**src/rtl/divsel_pkg.sv**
```systemverilog
package divsel_pkg;
    localparam int VAL_W  = 24;
    localparam int DIV_W  = 11;
    localparam int BYTE_W = 8;
    localparam int NBYTES = VAL_W / BYTE_W;

    localparam logic [DIV_W-1:0] M_PRESET   = DIV_W'(512);
    localparam logic [DIV_W-1:0] N_PRESET   = DIV_W'(128);
    localparam logic [VAL_W-1:0] NCO_PRESET = VAL_W'(50);

    typedef enum logic [1:0] {
        LM_NCO     = 2'd0,
        LM_PLL     = 2'd1,
        LM_NCO_PRE = 2'd2,
        LM_PLL_PRE = 2'd3
    } load_mode_e;

    typedef struct packed {
        load_mode_e       mode;
        logic             clk_half;
        logic             pad_pd;
        logic [VAL_W-1:0] num;
        logic [VAL_W-1:0] den;
        logic [DIV_W-1:0] m;
        logic [DIV_W-1:0] n;
    } regs_t;
endpackage

```
**src/rtl/divsel_stage.sv**
```systemverilog
module divsel_stage
    import divsel_pkg::*;
#(
    parameter int                ADDR_W = 8,
    parameter logic [ADDR_W-1:0] BASE   = '0
) (
    input  logic              clk,
    input  logic              rst_n,
    input  logic              wr_en,
    input  logic [ADDR_W-1:0] addr,
    input  logic [BYTE_W-1:0] wdata,
    output logic              commit,
    output logic [VAL_W-1:0]  value
);
    localparam int LOW_W = VAL_W - BYTE_W;
    localparam logic [ADDR_W-1:0] TOP_ADDR = BASE + ADDR_W'(NBYTES - 1);

    logic [LOW_W-1:0] stage_d, stage_q;

    always_comb begin
        stage_d = stage_q;
        for (int b = 0; b < NBYTES - 1; b++) begin
            if (wr_en && addr == BASE + ADDR_W'(b)) begin
                stage_d[b*BYTE_W +: BYTE_W] = wdata;
            end
        end
        commit = wr_en && (addr == TOP_ADDR);
        value  = {wdata, stage_q};
    end

    always_ff @(posedge clk or negedge rst_n) begin
        if (!rst_n) stage_q <= '0;
        else        stage_q <= stage_d;
    end
endmodule

```
**src/rtl/divsel_rdmux.sv**
```systemverilog
module divsel_rdmux
    import divsel_pkg::*;
#(
    parameter int                ADDR_W    = 8,
    parameter logic [ADDR_W-1:0] NUM_BASE  = 8'h00,
    parameter logic [ADDR_W-1:0] DEN_BASE  = 8'h04,
    parameter logic [ADDR_W-1:0] MODE_ADDR = 8'h08,
    parameter logic [ADDR_W-1:0] MISC_ADDR = 8'h09
) (
    input  logic [ADDR_W-1:0] addr,
    input  regs_t             st,
    output logic [BYTE_W-1:0] rd_data
);
    logic             show_pll;
    logic [VAL_W-1:0] num_view, den_view;

    always_comb begin
        show_pll = st.mode[0];
        num_view = show_pll ? VAL_W'(st.m) : st.num;
        den_view = show_pll ? VAL_W'(st.n) : st.den;
        rd_data  = '0;
        for (int b = 0; b < NBYTES; b++) begin
            if (addr == NUM_BASE + ADDR_W'(b)) rd_data = num_view[b*BYTE_W +: BYTE_W];
            if (addr == DEN_BASE + ADDR_W'(b)) rd_data = den_view[b*BYTE_W +: BYTE_W];
        end
        if (addr == MODE_ADDR) rd_data = {2'b00, st.mode, 4'b0000};
        if (addr == MISC_ADDR) rd_data = {st.pad_pd, 5'b00000, st.clk_half, 1'b0};
    end
endmodule

```
**src/rtl/divsel_loader.sv**
```systemverilog
module divsel_loader
    import divsel_pkg::*;
#(
    parameter int                ADDR_W    = 8,
    parameter logic [ADDR_W-1:0] NUM_BASE  = 8'h00,
    parameter logic [ADDR_W-1:0] DEN_BASE  = 8'h04,
    parameter logic [ADDR_W-1:0] MODE_ADDR = 8'h08,
    parameter logic [ADDR_W-1:0] MISC_ADDR = 8'h09
) (
    input  logic              clk,
    input  logic              rst_n,
    input  logic              wr_en,
    input  logic [ADDR_W-1:0] addr,
    input  logic [7:0]        wdata,
    output logic [7:0]        rd_data,
    output logic [23:0]       nco_num,
    output logic [23:0]       nco_den,
    output logic [10:0]       pll_m,
    output logic [10:0]       pll_n,
    output logic [11:0]       m_divide,
    output logic [11:0]       n_divide,
    output logic              clk_half_en,
    output logic              pad_pwrdn
);
    localparam int NPAIR = 2;  // index 0 numerator/M, 1 denominator/N

    regs_t            st_d, st_q;
    logic [NPAIR-1:0] commit;
    logic [VAL_W-1:0] value [NPAIR];

    for (genvar g = 0; g < NPAIR; g++) begin : g_pair
        localparam logic [ADDR_W-1:0] PBASE = (g == 0) ? NUM_BASE : DEN_BASE;
        divsel_stage #(.ADDR_W(ADDR_W), .BASE(PBASE)) u_stage (
            .clk    (clk),
            .rst_n  (rst_n),
            .wr_en  (wr_en),
            .addr   (addr),
            .wdata  (wdata),
            .commit (commit[g]),
            .value  (value[g])
        );
    end

    always_comb begin
        st_d = st_q;
        if (wr_en && addr == MODE_ADDR) st_d.mode = load_mode_e'(wdata[5:4]);
        if (wr_en && addr == MISC_ADDR) begin
            st_d.clk_half = wdata[1];
            st_d.pad_pd   = wdata[7];
        end
        for (int p = 0; p < NPAIR; p++) begin
            if (commit[p]) begin
                unique case (st_q.mode)
                    LM_NCO, LM_NCO_PRE: begin
                        if (p == 0) st_d.num = value[p];
                        else        st_d.den = value[p];
                        if (st_q.mode == LM_NCO_PRE) begin
                            st_d.m = M_PRESET;
                            st_d.n = N_PRESET;
                        end
                    end
                    LM_PLL, LM_PLL_PRE: begin
                        if (p == 0) st_d.m = value[p][DIV_W-1:0];
                        else        st_d.n = value[p][DIV_W-1:0];
                        if (st_q.mode == LM_PLL_PRE) begin
                            st_d.num = NCO_PRESET;
                            st_d.den = NCO_PRESET;
                        end
                    end
                    default: ;
                endcase
            end
        end
    end

    always_ff @(posedge clk or negedge rst_n) begin
        if (!rst_n) begin
            st_q.mode     <= LM_NCO;
            st_q.clk_half <= 1'b0;
            st_q.pad_pd   <= 1'b0;
            st_q.num      <= NCO_PRESET;
            st_q.den      <= NCO_PRESET;
            st_q.m        <= M_PRESET;
            st_q.n        <= N_PRESET;
        end else begin
            st_q <= st_d;
        end
    end

    divsel_rdmux #(
        .ADDR_W(ADDR_W), .NUM_BASE(NUM_BASE), .DEN_BASE(DEN_BASE),
        .MODE_ADDR(MODE_ADDR), .MISC_ADDR(MISC_ADDR)
    ) u_rdmux (
        .addr    (addr),
        .st      (st_q),
        .rd_data (rd_data)
    );

    assign nco_num     = st_q.num;
    assign nco_den     = st_q.den;
    assign pll_m       = st_q.m;
    assign pll_n       = st_q.n;
    assign m_divide    = {1'b0, st_q.m} + 12'd2;
    assign n_divide    = {1'b0, st_q.n} + 12'd1;
    assign clk_half_en = st_q.clk_half;
    assign pad_pwrdn   = st_q.pad_pd;
endmodule

```
**config.mk**
```make
export PLATFORM = sky130hd
export DESIGN_NAME = divsel_loader
export DESIGN_NICKNAME = d
export VERILOG_FILES = /design/src/rtl/divsel_pkg.sv /design/src/rtl/divsel_stage.sv /design/src/rtl/divsel_rdmux.sv /design/src/rtl/divsel_loader.sv
export SDC_FILE = /design/constraint.sdc
export NUM_CORES = 1
export LEC_CHECK = 0
export BUFFER_PORTS_ARGS = -buffer_cell sky130_fd_sc_hd__buf_4
export CAP_MARGIN = 20
export CORE_MARGIN = 8
export CORE_UTILIZATION = 55
export DETAILED_ROUTE_END_ITERATION = 10
export PLACE_DENSITY = 0.8
export SLEW_MARGIN = 20
export SYNTH_ARGS = -nofsm -noshare
export SYNTH_HDL_FRONTEND = slang
export SYNTH_HIERARCHICAL = 1
export SYNTH_SLANG_ARGS = --single-unit
```
**constraint.sdc**
```tcl
create_clock -name clk -period 3.45 [get_ports clk]
set_input_delay 0.69 -clock clk [delete_from_list [all_inputs] [get_ports clk]]
set_output_delay 0.69 -clock clk [all_outputs]
set_load 0.03 [all_outputs]
```
[Yosys cells after proc, flatten, opt, wreduce, memory -nomap -nowiden]
Cells that the tools add are included.
Widths: inputs -> output; s select.
Storage, ports and cells
  register bits: 106
  bits of input ports: 19
  output and inout port bits: 104
  logic and storage cells: 56
Cells by class
  equality and inequality tests: 10
  add/subtract/negate cells: 2
  reductions and logical operators: 12
  mux-type cells: 21
Operator list (count)
  $mux 70: 2
  $pmux 70 s2: 1
  $mux 48: 2
  $mux 24: 3
  $mux 8: 8
  $pmux 24 s2: 1
  $mux 22: 2
  $eq 8x3->1 const B: 3
  $pmux 11 s2: 1
  $eq 8x4->1 const B: 2
  $add 11x1->12 const B: 1
  $add 11x2->12 const B: 1
  $mux 11: 1
  $eq 8x1->1 const B: 1
  $eq 8x2->1 const B: 1
  $logic_and 1x1->1: 8
  $logic_not 8->1: 1
  $eq 2x2->1 const B: 2
  $reduce_or 2->1: 2
  $eq 2x1->1 const B: 1
  $logic_not 2->1: 1

[Logic depth before layout (Yosys ltp)]
  depth after elaboration: 9
  depth in mapped cells: 7
  gate-level depth less buffers: 5

[Cells and area by module]
The synthesis kept the hierarchy.
By module, submodules not included
  divsel_loader: seq. area each 1861.8 sq um, area an instance 3731.1 sq um, cells an instance 355, times used 1
  divsel_rdmux: seq. area each 0.0 sq um, area an instance 895.9 sq um, cells an instance 123, times used 1
  divsel_stage at g_pair[1].u_stage: seq. area each 400.4 sq um, area an instance 730.7 sq um, cells an instance 46, times used 1
  divsel_stage at g_pair[0].u_stage: seq. area each 400.4 sq um, area an instance 710.7 sq um, cells an instance 46, times used 1

[Worst setup path after synthesis]
Ideal clock, no wire load.
  path kind: input to output
  from: input port addr[7]
  to: output port rd_data[0]
  arrival: 2.661 ns
  stages on the path: 4
  required time: 2.760 ns
  path slack: 0.099 ns
  path buffers: 0
  cells stage by stage: or4_4 -> or3_4 -> o22a_1 -> a221oi_1
Between the ends
  longest elaborated chain between the ends: 9
  elaborated cells on any way between the ends: 16
  classes of those cells: 7 x eq/ne; 8 x mux; 1 x reduce/logical
RTL lines
  start, declared: line divsel_loader.sv:13  | input logic [ADDR_W-1:0] addr,
  $logic_not 8->1: line divsel_rdmux.sv:23  | if (addr == NUM_BASE + ADDR_W'(b)) rd_data = num_view[b*BYTE_W +: BYTE_W];
  $mux 8: line divsel_rdmux.sv:23
  $mux 8: line divsel_rdmux.sv:24  | if (addr == DEN_BASE + ADDR_W'(b)) rd_data = den_view[b*BYTE_W +: BYTE_W];
  $mux 8: line divsel_rdmux.sv:23
  $mux 8: line divsel_rdmux.sv:24
  $mux 8: line divsel_rdmux.sv:23
  $mux 8: line divsel_rdmux.sv:24
  $mux 8: line divsel_rdmux.sv:26  | if (addr == MODE_ADDR) rd_data = {2'b00, st.mode, 4'b0000};
  $mux 8 (*): line divsel_rdmux.sv:27  | if (addr == MISC_ADDR) rd_data = {st.pad_pd, 5'b00000, st.clk_half, 1'b0};
  end, declared: line divsel_loader.sv:15  | output logic [7:0] rd_data,
Mark *: on every way between the ends. The rest lies on a longest branch, timed or not.

[Worst setup path in the final report]
Ends and elaborated chain as after synthesis.

==> flow_metrics.tcl <==
set metrics [dict create \
    fin_area_mm2 0.00667 \
    drt_iter0_markers 398 \
    comb_power_share_pct 10.3 \
    synth_top_family_by_area "compound AO/OA/AOI/OAI gates" \
    power_switching_w 0.000593 \
    p_int_w 0.00179 \
    die_x_um 121 \
    p_sw_share_pct 24.8 \
    synthToLayoutAreaGrowth_pct 9.88 \
    power_density_mw_per_mm2 358 \
    yosys.cell_types.count 60 \
    nets 619 \
    cpMostUsedCell "buf_4" \
    wire_per_inst_um 23.1 \
    hold_slack_ns 0.336 \
    io_buffers 122 \
    crit_start "addr[7]" \
    synthXorXnorAreaFrac_pct 2.45 \
    crit_family "simple AND/OR/NAND/NOR gates" \
    post-route-util_pct 61.8 \
    gp_congestion 0.895 \
    hold_buffers 0 \
    root_buffer "clkbuf_8" \
    clk_path_buf_depth 2 \
    synthSimpleGateAreaFrac_pct 12.2 \
    wl_mm 17.1 \
    fin_crit_sh_pct 94.1 \
    critPathCaptureType "output pin" \
    syn_area_per_cell_um2 10.6 \
    slowest_stage "or4_4" \
    min_period_ns 3.25 \
    clock-sinks 106 \
    grt_pass1_vias 4631 \
    grt_pass1_wl_mm 26.4 \
    grt_use_total_pct 23.3 \
    ios 123 \
    clock_skew_ns 0.0115 \
    crit_chain "buf_4, or4_4, or3_4, o22a_1, a221oi_1, buf_4" \
    cap_violations 0 \
    clock_latency_ns 0.38 \
    seqCellArea_mm2 0.00266 \
    leakage_nw 3.14 \
    tritoncts "built" \
    final_max_slew_viol_count 0 \
    dieArea_mm2 0.0147 \
    diodes 0 \
    final.fill_count 903 \
    crit_required_ns 2.76 \
    seqPwrFrac_pct 55.2 \
    multiInputGateArea_mm2 0.00258 \
    antenna_found_initial 0 \
    fmax_ghz 0.308 \
    synth_warnings 6 \
    clkTransAtPathRegs_ns 0.10 \
    finalSetupViolCount 0 \
    start_kind "input pin" \
    ys.flop_type "dfrtp_1" \
    yosys-top-cells-area "dfrtp_1, buf_4, mux2_2" \
    ant_nets 0 \
    synth_mux_area_share_pct 10.8 \
    core_area_mm2 0.0108 \
    cp.arrival_ns 2.56 \
    hpwl_mm 12.4 \
    initial_core_util_pct 56.2 \
    die_h_um 121 \
    vias 4616 \
    ys_seq_area_share_pct 43.9 \
    status "completed" \
    timing.setup.tns_ns 0 \
    synthCells 570 \
    rsz0062_at_grt "no" \
    finalHoldViolCount 0 \
    syn_area_mm2 0.00607 \
    ctsResizeCount 0 \
    cts_buffers 9 \
    hold_path.class "in -> async" \
    drive_gt1_share_pct 35.8 \
    path_buf_inv 2 \
    synthArstFlopShare_pct 100 \
    dpl_cell_area_mm2 0.00646 \
    synth_top_area_cell "dfrtp_1" \
    maxSlewHeadroom_pct 29.5 \
    r2r-start "st_q[72]" \
    grt_start_max_net_pins 57 \
    critPathMaxFanout 5 \
    worst_pin_slew_ns 1.06 \
    p_total_w 0.00239 \
    path_class "in -> out" \
    synth_top_area_share_pct 40.4 \
    h-tree-depth 3 \
    synth-adder-area-share_pct 0.412 \
    detail_route.vias_per_cell 6.23 \
    syn_nets 591 \
    drc 0 \
    grt.overflow.total 0 \
    synth_edf_count 0 \
    dr.pass1.iters 4 \
    peakVddDrop_uv 242 \
    p_clk_share_pct 34.6 \
    synth_seq_cells 106 \
    num_rows 38 \
    cpPeakStageDelay_ns 0.57 \
    cts_setup_buffers 0 \
    synth_compound_area_share_pct 16.6 \
]
-- path summary, 6_finish.rpt --
| path | to | slack [ns] | cells after the start |
|---|---|---|---|
| setup reg to reg | pll_n[0] | 1.24 | 4 |
| hold / removal | nco_num[16] | 0.34 | 1 |
| setup / recovery | rd_data[0] | 0.20 | 6 |
| max in group asynchronous | pll_n[7] | 2.34 | 2 |
| min in group clk | nco_den[11] | 0.51 | 1 |
| hold reg to reg | nco_den[11] | 0.51 | 1 |
-- flip-flops by register name, indices dropped and copies added, names as in the netlist --
register and flops:
clk_half_en 1, g_pair.u_stage/stage_q 32, nco_den 24, nco_num 24
pad_pwrdn 1, pll_m 11, pll_n 11, st_q 2
-- layout by cell type, fill, tap and decap left out, types with 3 or more instances in the layout --
cell type  synthesis  routed
buf_4             90     132
dfrtp_1           98      98
mux2_2            45      45
a22o_1            41      41
a21oi_1           38      38
o21ai_0           35      35
nand2_1           32      32
xnor2_1           14      14
mux2i_1           12      12
nor2b_1           10      10
clkbuf_8           0      10
inv_1              9       9
nand4_1            8       8
dfstp_2            8       8
and3_1             7       7
nand3_1            7       7
nor2_1             7       7
nand2b_1           6       6
o22a_1             5       5
and4_1             4       4
or3_1              4       4
a211o_1            4       4
a221oi_1           4       4
xor2_1             3       3
o22ai_1            3       3
nand3b_1           3       3
a2bb2oi_1          3       3
a221o_1            3       3
-- per-layer routing --
metal	GRT usage (%)	vias to the layer above	share of wire, %
li1	-	2051	-
met1	30.4	2335	43
met2	37.3	198	48
met3	4.65	32	5.9
met4	8.98	0	2.8
met5	0	-	0
-- kinds of logic after synthesis --
group	Yosys count
AO/OA/AOI/OAI	148
buffers and inverters	125
AND/OR/NAND/NOR	113
flip-flops	106
multiplexers	59
XOR/XNOR	17
adder cells (fa/ha/maj)	2
-- layout make-up --
cell class,count,share of cell area [%]
Multi-Input combinational cell,339,38.7
Timing Repair Buffer,133,15.2
Inverter,9,0.507
Sequential cell,106,39.9
Clock inverter,3,0.976
Tap cell,140,2.63
Clock buffer,11,2.12
-- stage by stage --
stage | setup WS (ns) | instances
finish | 0.203 | 741
global route | 0.120 | 741
CTS | 0.215 | 741
detailed placement | 0.226 | 727
global placement | 0.254 | 727
floorplan | 0.0991 | 570
-- synth_stat cells, drive strengths merged (4+ instances only) --
library cell	n
nand4	8
and4	4
mux2	47
and3	7
or3	6
nand2	33
a21oi	38
dfrtp	98
mux2i	12
o21ai	36
o22a	6
nor2b	10
nor2	7
xnor2	14
nand3	7
dfstp	8
a211o	4
buf	97
a221oi	4
inv	9
clkbuf	19
nand2b	6
a22o	41
-- power groups by stage --
| stage | Clock, W | Sequential (W) | Combinational, W |
|---|---|---|---|
| 2_1_floorplan | 0 | 0.00133 | 0.000165 |
| 3_3_place_gp | 0 | 0.00134 | 0.000239 |
| 3_5_place_dp | 0 | 0.00134 | 0.000245 |
| 4_1_cts | 0.000830 | 0.00132 | 0.000246 |
| 5_1_grt | 0.000880 | 0.00132 | 0.000264 |
| 6_report | 0.000826 | 0.00132 | 0.000245 |
-- worst register-to-register path: stages, from the launching register on --
cell	delay, ns
dfrtp_1	0.66
buf_4	0.33
nor2b_1	0.09
o22ai_1	0.80
a22o_1	0.27
Power figures use the tool's default switching activity.
